<file path="config.mk">
export PLATFORM = sky130hd
export DESIGN_NAME = spi_paged_regif
export DESIGN_NICKNAME = d
export VERILOG_FILES = /design/src/rtl/spi_regif_pkg.sv /design/src/rtl/spi_word_shifter.sv /design/src/rtl/spi_cmd_parser.sv /design/src/rtl/spi_page_router.sv /design/src/rtl/spi_paged_regif.sv
export SDC_FILE = /design/constraint.sdc
export NUM_CORES = 1
export LEC_CHECK = 0
export ABC_AREA = 1
export BUFFER_PORTS_ARGS = -buffer_cell sky130_fd_sc_hd__buf_2
export CAP_MARGIN = 20
export CORE_MARGIN = 2
export CORE_UTILIZATION = 25
export DETAILED_ROUTE_END_ITERATION = 10
export PLACE_DENSITY_LB_ADDON = 0.2
export SLEW_MARGIN = 0
export SYNTH_ARGS = -nofsm -noshare
export SYNTH_HDL_FRONTEND = slang
export SYNTH_SLANG_ARGS = --single-unit
</file>
<file path="constraint.sdc">
create_clock -name clk -period 3 [get_ports clk]
set_input_delay 0.15 -clock clk [delete_from_list [all_inputs] [get_ports clk]]
set_output_delay 0.15 -clock clk [all_outputs]
set_load 0.02 [all_outputs]
</file>
<file path="src/rtl/spi_regif_pkg.sv">
package spi_regif_pkg;
  localparam int WORD_W   = 16;
  localparam int PAGE_W   = 4;
  localparam int OFF_W    = 6;
  localparam int RD_BIT   = 15;
  localparam int PAGE_LSB = 11;
  localparam int OFF_LSB  = 5;
  localparam int DATA_PG  = 0;
  localparam int CTRL_PG  = 1;
  localparam int KEY_OFF  = 4;
  localparam logic [WORD_W-1:0] FILL_WORD = '1;

  typedef logic [WORD_W-1:0] word_t;
  typedef logic [PAGE_W-1:0] page_t;
  typedef logic [OFF_W-1:0]  off_t;

  typedef enum logic [1:0] {PS_CMD, PS_WDATA, PS_RDUMMY} parse_st_e;

  function automatic logic cmd_is_read(input word_t w);
    return w[RD_BIT];
  endfunction

  function automatic page_t cmd_page(input word_t w);
    return w[PAGE_LSB +: PAGE_W];
  endfunction

  function automatic off_t cmd_offset(input word_t w);
    return w[OFF_LSB +: OFF_W];
  endfunction

  function automatic off_t step_offset(input off_t o);
    return o + off_t'(1);
  endfunction

  function automatic logic is_key_slot(input page_t p, input off_t o);
    return (p == page_t'(CTRL_PG)) && (o == off_t'(KEY_OFF));
  endfunction
endpackage

</file>
<file path="src/rtl/spi_word_shifter.sv">
module spi_word_shifter
  import spi_regif_pkg::*;
(
  input  logic  clk,
  input  logic  rst_n,
  input  logic  spi_cs_n,
  input  logic  spi_sclk,
  input  logic  spi_mosi,
  input  logic  tx_load,
  input  word_t tx_data,
  output logic  word_valid,
  output word_t word_q,
  output logic  spi_miso
);
  localparam int CNT_W = $clog2(WORD_W);
  localparam logic [CNT_W-1:0] LAST_BIT = CNT_W'(WORD_W - 1);

  logic             sclk_q;
  logic [CNT_W-1:0] bit_cnt;
  word_t            rx_sh;
  word_t            tx_q;

  wire sclk_rise = ~spi_cs_n & spi_sclk & ~sclk_q;
  wire sclk_fall = ~spi_cs_n & ~spi_sclk & sclk_q;

  always_ff @(posedge clk or negedge rst_n) begin
    if (!rst_n) begin
      sclk_q     <= 1'b0;
      bit_cnt    <= '0;
      rx_sh      <= '0;
      tx_q       <= '0;
      word_valid <= 1'b0;
      word_q     <= '0;
    end else begin
      sclk_q     <= spi_sclk;
      word_valid <= 1'b0;
      if (spi_cs_n) begin
        bit_cnt <= '0;
        rx_sh   <= '0;
        tx_q    <= '0;
      end else begin
        if (sclk_rise) begin
          rx_sh   <= {rx_sh[WORD_W-2:0], spi_mosi};
          bit_cnt <= bit_cnt + 1'b1;
          if (bit_cnt == LAST_BIT) begin
            word_valid <= 1'b1;
            word_q     <= {rx_sh[WORD_W-2:0], spi_mosi};
          end
        end
        if (tx_load)
          tx_q <= tx_data;
        else if (sclk_fall && bit_cnt != '0)
          tx_q <= {tx_q[WORD_W-2:0], 1'b0};
      end
    end
  end

  assign spi_miso = tx_q[WORD_W-1] & ~spi_cs_n;

  // a deselected bus leaves no partial word behind
  assert_idle_count_R1: assert property (@(posedge clk) disable iff (!rst_n)
    spi_cs_n |=> (bit_cnt == '0) && !word_valid);
  // shift register is empty while deselected
  assert_idle_tx_R10: assert property (@(posedge clk) disable iff (!rst_n)
    spi_cs_n |=> (tx_q == '0));
endmodule

</file>
<file path="src/rtl/spi_cmd_parser.sv">
module spi_cmd_parser
  import spi_regif_pkg::*;
(
  input  logic  clk,
  input  logic  rst_n,
  input  logic  abort,
  input  logic  word_valid,
  input  word_t word_q,
  input  word_t rd_data,
  output logic  acc_rd,
  output logic  acc_wr,
  output page_t acc_page,
  output off_t  acc_off,
  output word_t acc_wdata,
  output logic  tx_load,
  output word_t tx_data,
  output logic  overrun_err
);
  parse_st_e st_q, st_nxt;
  page_t     ptr_page;
  off_t      ptr_off;

  wire zero_word = (word_q == '0);

  always_comb begin
    acc_rd   = 1'b0;
    acc_wr   = 1'b0;
    acc_page = ptr_page;
    acc_off  = ptr_off;
    st_nxt   = st_q;
    if (word_valid) begin
      unique case (st_q)
        PS_CMD: begin
          if (zero_word) begin
            acc_rd = 1'b1;
          end else if (cmd_is_read(word_q)) begin
            acc_rd   = 1'b1;
            acc_page = cmd_page(word_q);
            acc_off  = cmd_offset(word_q);
            st_nxt   = PS_RDUMMY;
          end else begin
            st_nxt = PS_WDATA;
          end
        end
        PS_WDATA: begin
          acc_wr = 1'b1;
          st_nxt = PS_CMD;
        end
        default: st_nxt = PS_CMD;
      endcase
    end
  end

  assign acc_wdata = word_q;
  assign tx_load   = word_valid;
  assign tx_data   = acc_rd ? rd_data : '0;

  always_ff @(posedge clk or negedge rst_n) begin
    if (!rst_n) begin
      st_q        <= PS_CMD;
      ptr_page    <= '0;
      ptr_off     <= '0;
      overrun_err <= 1'b0;
    end else begin
      st_q        <= abort ? PS_CMD : st_nxt;
      overrun_err <= word_valid && (st_q == PS_RDUMMY) && !zero_word;
      if (acc_rd) begin
        ptr_page <= acc_page;
        ptr_off  <= step_offset(acc_off);
      end else if (word_valid && st_q == PS_CMD) begin
        ptr_page <= cmd_page(word_q);
        ptr_off  <= cmd_offset(word_q);
      end
    end
  end

  // every read moves the saved offset one past the register read
  assert_ptr_step_R4: assert property (@(posedge clk) disable iff (!rst_n)
    acc_rd |=> (ptr_off == off_t'($past(acc_off) + 1'b1)));
  // the dummy slot of a read never becomes a write
  assert_overrun_no_write_R9: assert property (@(posedge clk) disable iff (!rst_n)
    (word_valid && st_q == PS_RDUMMY) |-> !acc_wr);
  // deselect always lands in the command state
  assert_abort_cmd_R1: assert property (@(posedge clk) disable iff (!rst_n)
    abort |=> (st_q == PS_CMD));
endmodule

</file>
<file path="src/rtl/spi_page_router.sv">
module spi_page_router
  import spi_regif_pkg::*;
#(
  parameter int    NUM_PAGES = 3,
  parameter word_t RESET_KEY = 16'hBB00
) (
  input  logic                        clk,
  input  logic                        rst_n,
  input  logic                        acc_rd,
  input  logic                        acc_wr,
  input  page_t                       acc_page,
  input  off_t                        acc_off,
  input  word_t                       acc_wdata,
  input  logic [NUM_PAGES*WORD_W-1:0] pg_rdata,
  input  logic [NUM_PAGES-1:0]        pg_hit,
  output logic [NUM_PAGES-1:0]        pg_rd_en,
  output logic [NUM_PAGES-1:0]        pg_wr_en,
  output off_t                        pg_addr,
  output word_t                       pg_wdata,
  output word_t                       rd_data,
  output logic                        soft_reset
);
  wire key_slot = is_key_slot(acc_page, acc_off);

  for (genvar p = 0; p < NUM_PAGES; p++) begin : g_page
    wire sel = (acc_page == page_t'(p)) && !key_slot;
    assign pg_rd_en[p] = acc_rd && sel;
    if (p == DATA_PG) begin : g_ro
      assign pg_wr_en[p] = 1'b0;
    end else begin : g_rw
      assign pg_wr_en[p] = acc_wr && sel;
    end
  end

  always_comb begin
    rd_data = FILL_WORD;
    for (int p = 0; p < NUM_PAGES; p++)
      if (acc_page == page_t'(p) && pg_hit[p] && !key_slot)
        rd_data = pg_rdata[p*WORD_W +: WORD_W];
  end

  assign pg_addr  = acc_off;
  assign pg_wdata = acc_wdata;

  always_ff @(posedge clk or negedge rst_n) begin
    if (!rst_n) soft_reset <= 1'b0;
    else        soft_reset <= acc_wr && key_slot && (acc_wdata == RESET_KEY);
  end

  // at most one page strobe of one kind per cycle
  assert_one_strobe_R3: assert property (@(posedge clk) disable iff (!rst_n)
    $onehot0({pg_rd_en, pg_wr_en}));
  // soft reset only follows an exact key write
  assert_key_pulse_R8: assert property (@(posedge clk) disable iff (!rst_n)
    soft_reset |-> $past(acc_wr && key_slot && acc_wdata == RESET_KEY));
  // soft reset lasts a single cycle
  assert_key_single_R8: assert property (@(posedge clk) disable iff (!rst_n)
    soft_reset |=> !soft_reset);
endmodule

</file>
<file path="src/rtl/spi_paged_regif.sv">
module spi_paged_regif
  import spi_regif_pkg::*;
#(
  parameter int    NUM_PAGES = 3,
  parameter word_t RESET_KEY = 16'hBB00
) (
  input  logic                        clk,
  input  logic                        rst_n,
  input  logic                        spi_cs_n,
  input  logic                        spi_sclk,
  input  logic                        spi_mosi,
  output logic                        spi_miso,
  output logic [NUM_PAGES-1:0]        pg_rd_en,
  output logic [NUM_PAGES-1:0]        pg_wr_en,
  output logic [5:0]                  pg_addr,
  output logic [15:0]                 pg_wdata,
  input  logic [NUM_PAGES*16-1:0]     pg_rdata,
  input  logic [NUM_PAGES-1:0]        pg_hit,
  output logic                        soft_reset,
  output logic                        overrun_err
);
  logic  word_valid, tx_load, acc_rd, acc_wr;
  word_t word_q, tx_data, rd_data, acc_wdata;
  page_t acc_page;
  off_t  acc_off;

  spi_word_shifter u_shift (
    .clk, .rst_n, .spi_cs_n, .spi_sclk, .spi_mosi,
    .tx_load, .tx_data, .word_valid, .word_q, .spi_miso
  );

  spi_cmd_parser u_parse (
    .clk, .rst_n, .abort(spi_cs_n), .word_valid, .word_q, .rd_data,
    .acc_rd, .acc_wr, .acc_page, .acc_off, .acc_wdata,
    .tx_load, .tx_data, .overrun_err
  );

  spi_page_router #(.NUM_PAGES(NUM_PAGES), .RESET_KEY(RESET_KEY)) u_route (
    .clk, .rst_n, .acc_rd, .acc_wr, .acc_page, .acc_off, .acc_wdata,
    .pg_rdata, .pg_hit, .pg_rd_en, .pg_wr_en, .pg_addr, .pg_wdata,
    .rd_data, .soft_reset
  );

  // an overrun pulse is never accompanied by a page write
  assert_overrun_quiet_R9: assert property (@(posedge clk) disable iff (!rst_n)
    overrun_err |-> (pg_wr_en == '0));
endmodule

</file>
[Word-level counts from Yosys, hierarchy flattened]
Cells that the tools add are included.
Storage, ports and cells
  bits in registers: 67
  bits in latches: 0
  RAM bits: 0
  bits in read-only memories: 0
  bits of input ports: 56
  output and inout bits: 31
  logic and storage cells: 99
  memories: 0
Cells by class
  $add $sub $neg: 2
  multipliers: 0
  divide/modulo/power cells: 0
  $lt $le $gt $ge: 0
  eq/ne operators: 8
  shift-type cells: 0
  muxes and demuxes: 37
  bitwise operators: 8
  reductions and logical operators: 33
Operator list (count)
  $mux 16: 7
  $mux 6: 6
  $mux 4: 8
  $mux 15: 2
  $logic_and 1x1->1: 21
  $eq 16x16->1 const B: 1
  $logic_not 16->1: 1
  $mux 2: 5
  $mux 1: 9
  $add 6x1->6 const B: 1
  $eq 6x3->1 const B: 1
  $reduce_bool 2->1: 3
  $and 1x1->1: 5
  $add 4x1->4 const B: 1
  $eq 4x1->1 const B: 1
  $eq 4x2->1 const B: 1
  $eq 4x4->1 const B: 1
  $logic_not 4->1: 1
  $reduce_bool 4->1: 1
  $ne 3x3->1 const B: 1
  $not 1->1: 3
  $reduce_and 3->1: 1
  $reduce_bool 3->1: 1
  $eq 2x1->1 const B: 1
  other kinds (4): 5

[Longest topological paths before layout]
  depth after elaboration: 14
  depth in mapped cells: 18
  gate-level depth less buffers: 16

[Modules after synthesis]
From an unflattened synthesis, not the netlist that was laid out.
Second synthesis, totals
  cell total of the unflattened synthesis: 673
  area, all modules: 4719.5 um^2
Modules (own cells, without submodules)
  spi_word_shifter: times used 1, cells an instance 259, area each 2254.7 um^2, seq. area each 1326.3 um^2
  spi_cmd_parser: times used 1, cells an instance 229, area each 1529.0 um^2, seq. area each 325.3 um^2
  spi_page_router: times used 1, cells an instance 185, area each 935.9 um^2, seq. area each 25.0 um^2

[Least setup slack after synthesis]
No wires, ideal clock.
  kind: reg2reg
  start: register u_shift.word_q[15]
  end: register u_shift.tx_q[4]
  setup time: 0.117 ns
  arrival time: 2.262 ns
  data required time: 2.883 ns
  path slack: 0.621 ns
  cell stages (with the launch flop): 18
  path buffers: 3
  clock period less this slack: 2.379 ns
  cell sequence: dfrtp_1 > buf_2 > nand3_4 > buf_12 > o21ai_2 > inv_1 > ha_1 > nand3_1 > nor2_1 > nand2_2 > nand2_4 > nor2_4 > buf_6 > nand2_1 > nand3_1 > nand2_1 > nand2_1 > nand2_1
On the way
  longest elaborated chain between the ends: 14
  elaborated cells between the ends (all ways): 31
  classes of those cells: eq/ne: 3; mux: 18; reduce/logical: 10
RTL lines
  start: declaration: line spi_word_shifter.sv:12  | output word_t word_q,
  start signal: assignment: line spi_word_shifter.sv:47  | word_q <= {rx_sh[WORD_W-2:0], spi_mosi};
  $logic_not 16->1 / $mux 6 (equally long branches): line spi_cmd_parser.sv:23, spi_cmd_parser.sv:36
  $mux 6 (*): line spi_cmd_parser.sv:34  | if (zero_word) begin
  $mux 6 (*): line spi_cmd_parser.sv:32  | unique case (st_q)
  $mux 6 (*): line spi_cmd_parser.sv:31  | if (word_valid) begin
  via pg_addr[1]: line spi_paged_regif.sv:15  | output logic [5:0] pg_addr,
  $eq 6x3->1 (*): line spi_regif_pkg.sv:36  | return (p == page_t'(CTRL_PG)) && (o == off_t'(KEY_OFF));
  $logic_and 1x1->1 (*): line spi_regif_pkg.sv:36
  $logic_not 1->1 (*): line spi_page_router.sv:38  | if (acc_page == page_t'(p) && pg_hit[p] && !key_slot)
  $logic_and 1x1->1: line spi_page_router.sv:38
  $mux 16 (2 in series): line spi_page_router.sv:38
  $mux 16 (*): line spi_page_router.sv:38
  $mux 16 (*): line spi_cmd_parser.sv:56  | assign tx_data = acc_rd ? rd_data : '0;
  $mux 16 (*): line spi_word_shifter.sv:50  | if (tx_load)
  $mux 16 (*): line spi_word_shifter.sv:37  | if (spi_cs_n) begin
  end signal: assignment: line spi_word_shifter.sv:51  | tx_q <= tx_data;
  end signal: assignment: line spi_word_shifter.sv:53  | tx_q <= {tx_q[WORD_W-2:0], 1'b0};
  end: declaration: line spi_word_shifter.sv:21  | word_t tx_q;
Mark *: on every way through the listed nets, which the timed path passes. The rest lies on a longest branch.
A chain may end at the register's enable or synchronous reset.

[Worst setup path after layout]
  start: register u_shift.word_q[6]
  end: output pg_rd_en[1]
On the way
  longest elaborated chain between the ends: 9
  elaborated cells between the ends (all ways): 17
  classes of those cells: eq/ne: 2; mux: 10; reduce/logical: 5
RTL lines
  $logic_not 16->1 / $mux 6 (equally long branches): line spi_cmd_parser.sv:23, spi_cmd_parser.sv:36
  $mux 6 / $mux 4 (equally long branches): line spi_cmd_parser.sv:34
  $mux 6 / $mux 4 (equally long branches): line spi_cmd_parser.sv:32
  $mux 6 / $mux 4 (equally long branches): line spi_cmd_parser.sv:31
  $eq 6x3->1 / $eq 4x1->1 (equally long branches): line spi_regif_pkg.sv:36, spi_page_router.sv:26
  $logic_and 1x1->1: line spi_regif_pkg.sv:36
  $logic_not 1->1: line spi_page_router.sv:26  | wire sel = (acc_page == page_t'(p)) && !key_slot;
  $logic_and 1x1->1: line spi_page_router.sv:26
  $logic_and 1x1->1 (*): line spi_page_router.sv:27  | assign pg_rd_en[p] = acc_rd && sel;
  end: declaration: line spi_paged_regif.sv:13  | output logic [NUM_PAGES-1:0] pg_rd_en,
Every way passes the cells marked *; elsewhere a longest branch is shown, timed or not.

==> results_dict.tcl <==
set metrics [dict create \
    outcome "complete, no violations" \
    antenna_found_initial 0 \
    worst_setup_path_start_kind "register" \
    cp_common_cell "sky130_fd_sc_hd__nand2_1" \
    power_per_standard_cell_area_nw_per_um2 424 \
    initialDrtViolationCount 157 \
    ys_async_sr_fraction 1.00 \
    fmaxAchievable_mhz 375 \
    clock_sinks 67 \
    routed_via_density 4.43 \
    p_leak_nw 2.52 \
    final_cell_count_without_fillers 805 \
    number_of_vias_after_detailed_routing 3564 \
    cts_resized 0 \
    ios 87 \
    portion_of_the_clock_cycle_consumed_by_the_worst_path_in_the_final_layout 0.888 \
    grt_pass1_vias 3440 \
    cp_cell_sequence "inv_2, nand2_1, nor4_1, nand2_1, nand2_1, nand2_1, buf_4, nor2_1, buf_2" \
    reported_net_switching_power_mw 0.487 \
    timing.critical_path.buf_inv 3 \
    clkTransAtPathRegs_ns 0.06 \
    arr_time_crit_path_ns 2.51 \
    number_of_levels_in_the_clock_h_tree 3 \
    grt_start_max_net_pins 36 \
    rr_startpoint "u_parse.st_q[1]" \
    fill_cells 1630 \
    design.core.area_um2 15100 \
    ir_drop_mv 0.225 \
    fin_worst_skew_ns 0.00738 \
    required_ns 2.85 \
    first_pass_grt_wire_length_um 16900 \
    diodes_inserted 0 \
    portBuffers 85 \
    dp.cells 786 \
    final_setup_violation_count 0 \
    period_needed_ns 2.66 \
    ys_top_cells_by_area "sky130_fd_sc_hd__dfrtp_1, sky130_fd_sc_hd__nand2_1, sky130_fd_sc_hd__inv_1" \
    routed_wl_um 10300 \
    netlist-cell-type-count 32 \
    area.sequential_um2 1680 \
    ffs_latches_synth 67 \
    critical_path.endpoint "pg_rd_en[1]" \
    cts-buffers-inserted 9 \
    final_common_cell "sky130_fd_sc_hd__nand2_1" \
    worst_hold_path_type "input port to register" \
    drc_violations_left 0 \
    dominantRegCellSynth "sky130_fd_sc_hd__dfrtp_1" \
    worst_path_max_delay_cell "sky130_fd_sc_hd__nor4_1" \
    worstSetupEndpointType "output port" \
    final_layout_size_suffix_gt1_frac 0.248 \
    synth_largest_type_area_fraction 0.434 \
    seq_area_frac_synth 0.434 \
    power.share.combinational 0.062 \
    max-cap-violations 0 \
    placement_rows 45 \
    tritoncts "yes" \
    clock-root-buffer "sky130_fd_sc_hd__clkbuf_16" \
    dieArea_um2 16500 \
    clock_latency_ns 0.33 \
    critical_path.reg2reg.endpoint "u_shift.tx_q[3]" \
    footprint_of_the_multi_input_gates_um2 1730 \
    synth-edff-count 0 \
    die_x_um 128 \
    drt_pre_antenna_iters 5 \
    slew_headroom 0.413 \
    cp-startpoint "u_shift.word_q[6]" \
    globalplace.congestion 0.861 \
    initial_utilization 0.255 \
    tns_ns 0 \
    grt_setup_unrepaired "false" \
    hpwlAfterDp_um 7720 \
    path_depth 9 \
    drtAntennaViolNets 0 \
    syn_avg_cell_area_um2 7.39 \
    ff_to_ff_path_depth 15 \
    synth_warnings 0 \
    worst_margin_pin_slew_ns 0.879 \
    layout-area-overhead-vs-synth_pct 24.0 \
    rrSetupSlack_ns 0.47 \
    timing_hold_violations_final 0 \
    critical_path_peak_fanout 16 \
    crit_family "simple AND/OR/NAND/NOR gates" \
    pwr-share-seq 0.448 \
    clk_path_buf_depth 2 \
    report.final.slew_viol_count 0 \
    nNetsFinal 672 \
    syn_area_um2 3860 \
    internal-power_mw 1.54 \
    yosysTopAreaCell "sky130_fd_sc_hd__dfrtp_1" \
    wire_per_inst_um 12.8 \
    critical_path_class "register to output port" \
    post_cts.repair.setup_buffers 0 \
    swShare 0.240 \
    cpPeakStageDelay_ns 0.53 \
    track_usage 0.128 \
    netlist_instances 523 \
    syn_nets 583 \
    hold_path_startpoint "spi_mosi" \
    grt-ovfl-total 0 \
    highest_count_cells_in_the_layout_ignoring_fill_and_taps "sky130_fd_sc_hd__nand2_1, sky130_fd_sc_hd__buf_2, sky130_fd_sc_hd__inv_1" \
    clock_power_share 0.489 \
    die_height_um 128 \
]
## worst reg2reg max path, cell delays in order, from the launching register on
cell and delay (ns):
sky130_fd_sc_hd__dfrtp_1 0.43, sky130_fd_sc_hd__nor2_4 0.25, sky130_fd_sc_hd__nand3_4 0.25, sky130_fd_sc_hd__o21ai_2 0.31
sky130_fd_sc_hd__inv_1 0.08, sky130_fd_sc_hd__ha_1 0.18, sky130_fd_sc_hd__nand3_1 0.08, sky130_fd_sc_hd__nor2_1 0.05
sky130_fd_sc_hd__nand2_2 0.13, sky130_fd_sc_hd__nand2_4 0.09, sky130_fd_sc_hd__nor2_4 0.26, sky130_fd_sc_hd__nand2_1 0.09
sky130_fd_sc_hd__nand3_1 0.08, sky130_fd_sc_hd__nand2_1 0.05, sky130_fd_sc_hd__nand2_1 0.05, sky130_fd_sc_hd__nand2_1 0.05
## layer usage
| layer | global-route usage | share of wire | up-vias |
|---|---|---|---|
| met5 | 0 | 0 | - |
| met4 | 0.0356 | 0.010 | 0 |
| met3 | 0.0250 | 0.043 | 7 |
| met2 | 0.212 | 0.47 | 92 |
| met1 | 0.170 | 0.48 | 1650 |
| li1 | - | - | 1815 |
## metrics by stage
step,instance area [um^2],power (mW),utilization,hold slack (ns),setup slack (ns)
final,4790,2.03,0.316,0.0990,0.337
after global routing,4790,2.11,0.316,0.105,0.168
after CTS,4780,2.05,0.316,0.0863,0.370
after detailed placement,4480,1.05,0.296,0.274,0.444
after global placement,4480,1.05,0.296,0.273,0.511
after floorplan,3860,0.976,-,-0.146,0.621
## worst min path at each step
stage                               end  cells past startpoint  slack [ns]
finish                 u_shift.rx_sh[0]                      3         0.1
floorplan           u_parse.overrun_err                      0       -0.15
global route           u_shift.rx_sh[0]                      3        0.11
global placement         u_shift.sclk_q                      1        0.27
CTS                    u_shift.rx_sh[0]                      3        0.09
detailed placement       u_shift.sclk_q                      1        0.27
## what timing repair did
item / in CTS / in global routing
endpoints found under the setup margin: 0 / 0
endpoints found under the hold margin: 33 / 0
hold buffers: 2 / 0
## power groups by stage
stage               clock (mW)  combinational, mW  sequential (mW)
finish                   0.993              0.127            0.910
global placement             0              0.126            0.926
global route              1.06              0.145            0.910
floorplan                    0             0.0494            0.926
detailed placement           0              0.126            0.926
CTS                       1.01              0.129            0.910
## cells by family (layout without fill, tap and decap cells)
family | Yosys count | count (layout) | synth area share
buffers and inverters | 108 | 202 | 0.117
xor gates and xnor gates | 1 | 1 | 0.00227
other | 1 | 1 | 0.000971
and+or+nand+nor | 279 | 279 | 0.335
DFF | 67 | 67 | 0.434
adders and majority gates | 4 | 4 | 0.0130
AOI/OAI and AO/OA | 63 | 63 | 0.0975
## state kept, by name, indices dropped and copies added (netlist names)
name                 count
u_shift.bit_cnt          4
u_shift.word_q          16
u_route.soft_reset       1
u_shift.sclk_q           1
u_parse.ptr_page         4
u_shift.word_valid       1
u_shift.tx_q            16
u_parse.st_q             2
u_shift.rx_sh           15
u_parse.ptr_off          6
u_parse.overrun_err      1
## Yosys cell counts (2+ instances only)
library cell,n
sky130_fd_sc_hd__a21oi_1,3
sky130_fd_sc_hd__buf_2,4
sky130_fd_sc_hd__buf_4,2
sky130_fd_sc_hd__clkbuf_1,9
sky130_fd_sc_hd__clkinv_1,3
sky130_fd_sc_hd__dfrtp_1,67
sky130_fd_sc_hd__ha_1,4
sky130_fd_sc_hd__inv_1,80
sky130_fd_sc_hd__inv_2,7
sky130_fd_sc_hd__nand2_1,167
sky130_fd_sc_hd__nand2_2,11
sky130_fd_sc_hd__nand2_4,6
sky130_fd_sc_hd__nand3_1,25
sky130_fd_sc_hd__nand3_4,2
sky130_fd_sc_hd__nand4_1,12
sky130_fd_sc_hd__nor2_1,32
sky130_fd_sc_hd__nor2_2,10
sky130_fd_sc_hd__nor2_4,6
sky130_fd_sc_hd__nor3_1,3
sky130_fd_sc_hd__nor4_1,5
sky130_fd_sc_hd__o211ai_1,3
sky130_fd_sc_hd__o21ai_0,27
sky130_fd_sc_hd__o21ai_1,6
sky130_fd_sc_hd__o221ai_1,5
sky130_fd_sc_hd__o22ai_1,17
## cell type report
type / count / area share
Timing Repair Buffer: 96 / 0.110
Sequential cell: 67 / 0.350
Multi-Input combinational cell: 348 / 0.362
Tap cell: 188 / 0.0491
Inverter: 90 / 0.0705
Clock inverter: 5 / 0.00784
Clock buffer: 11 / 0.0507
No activity file was read; power rests on OpenSTA's default activity.
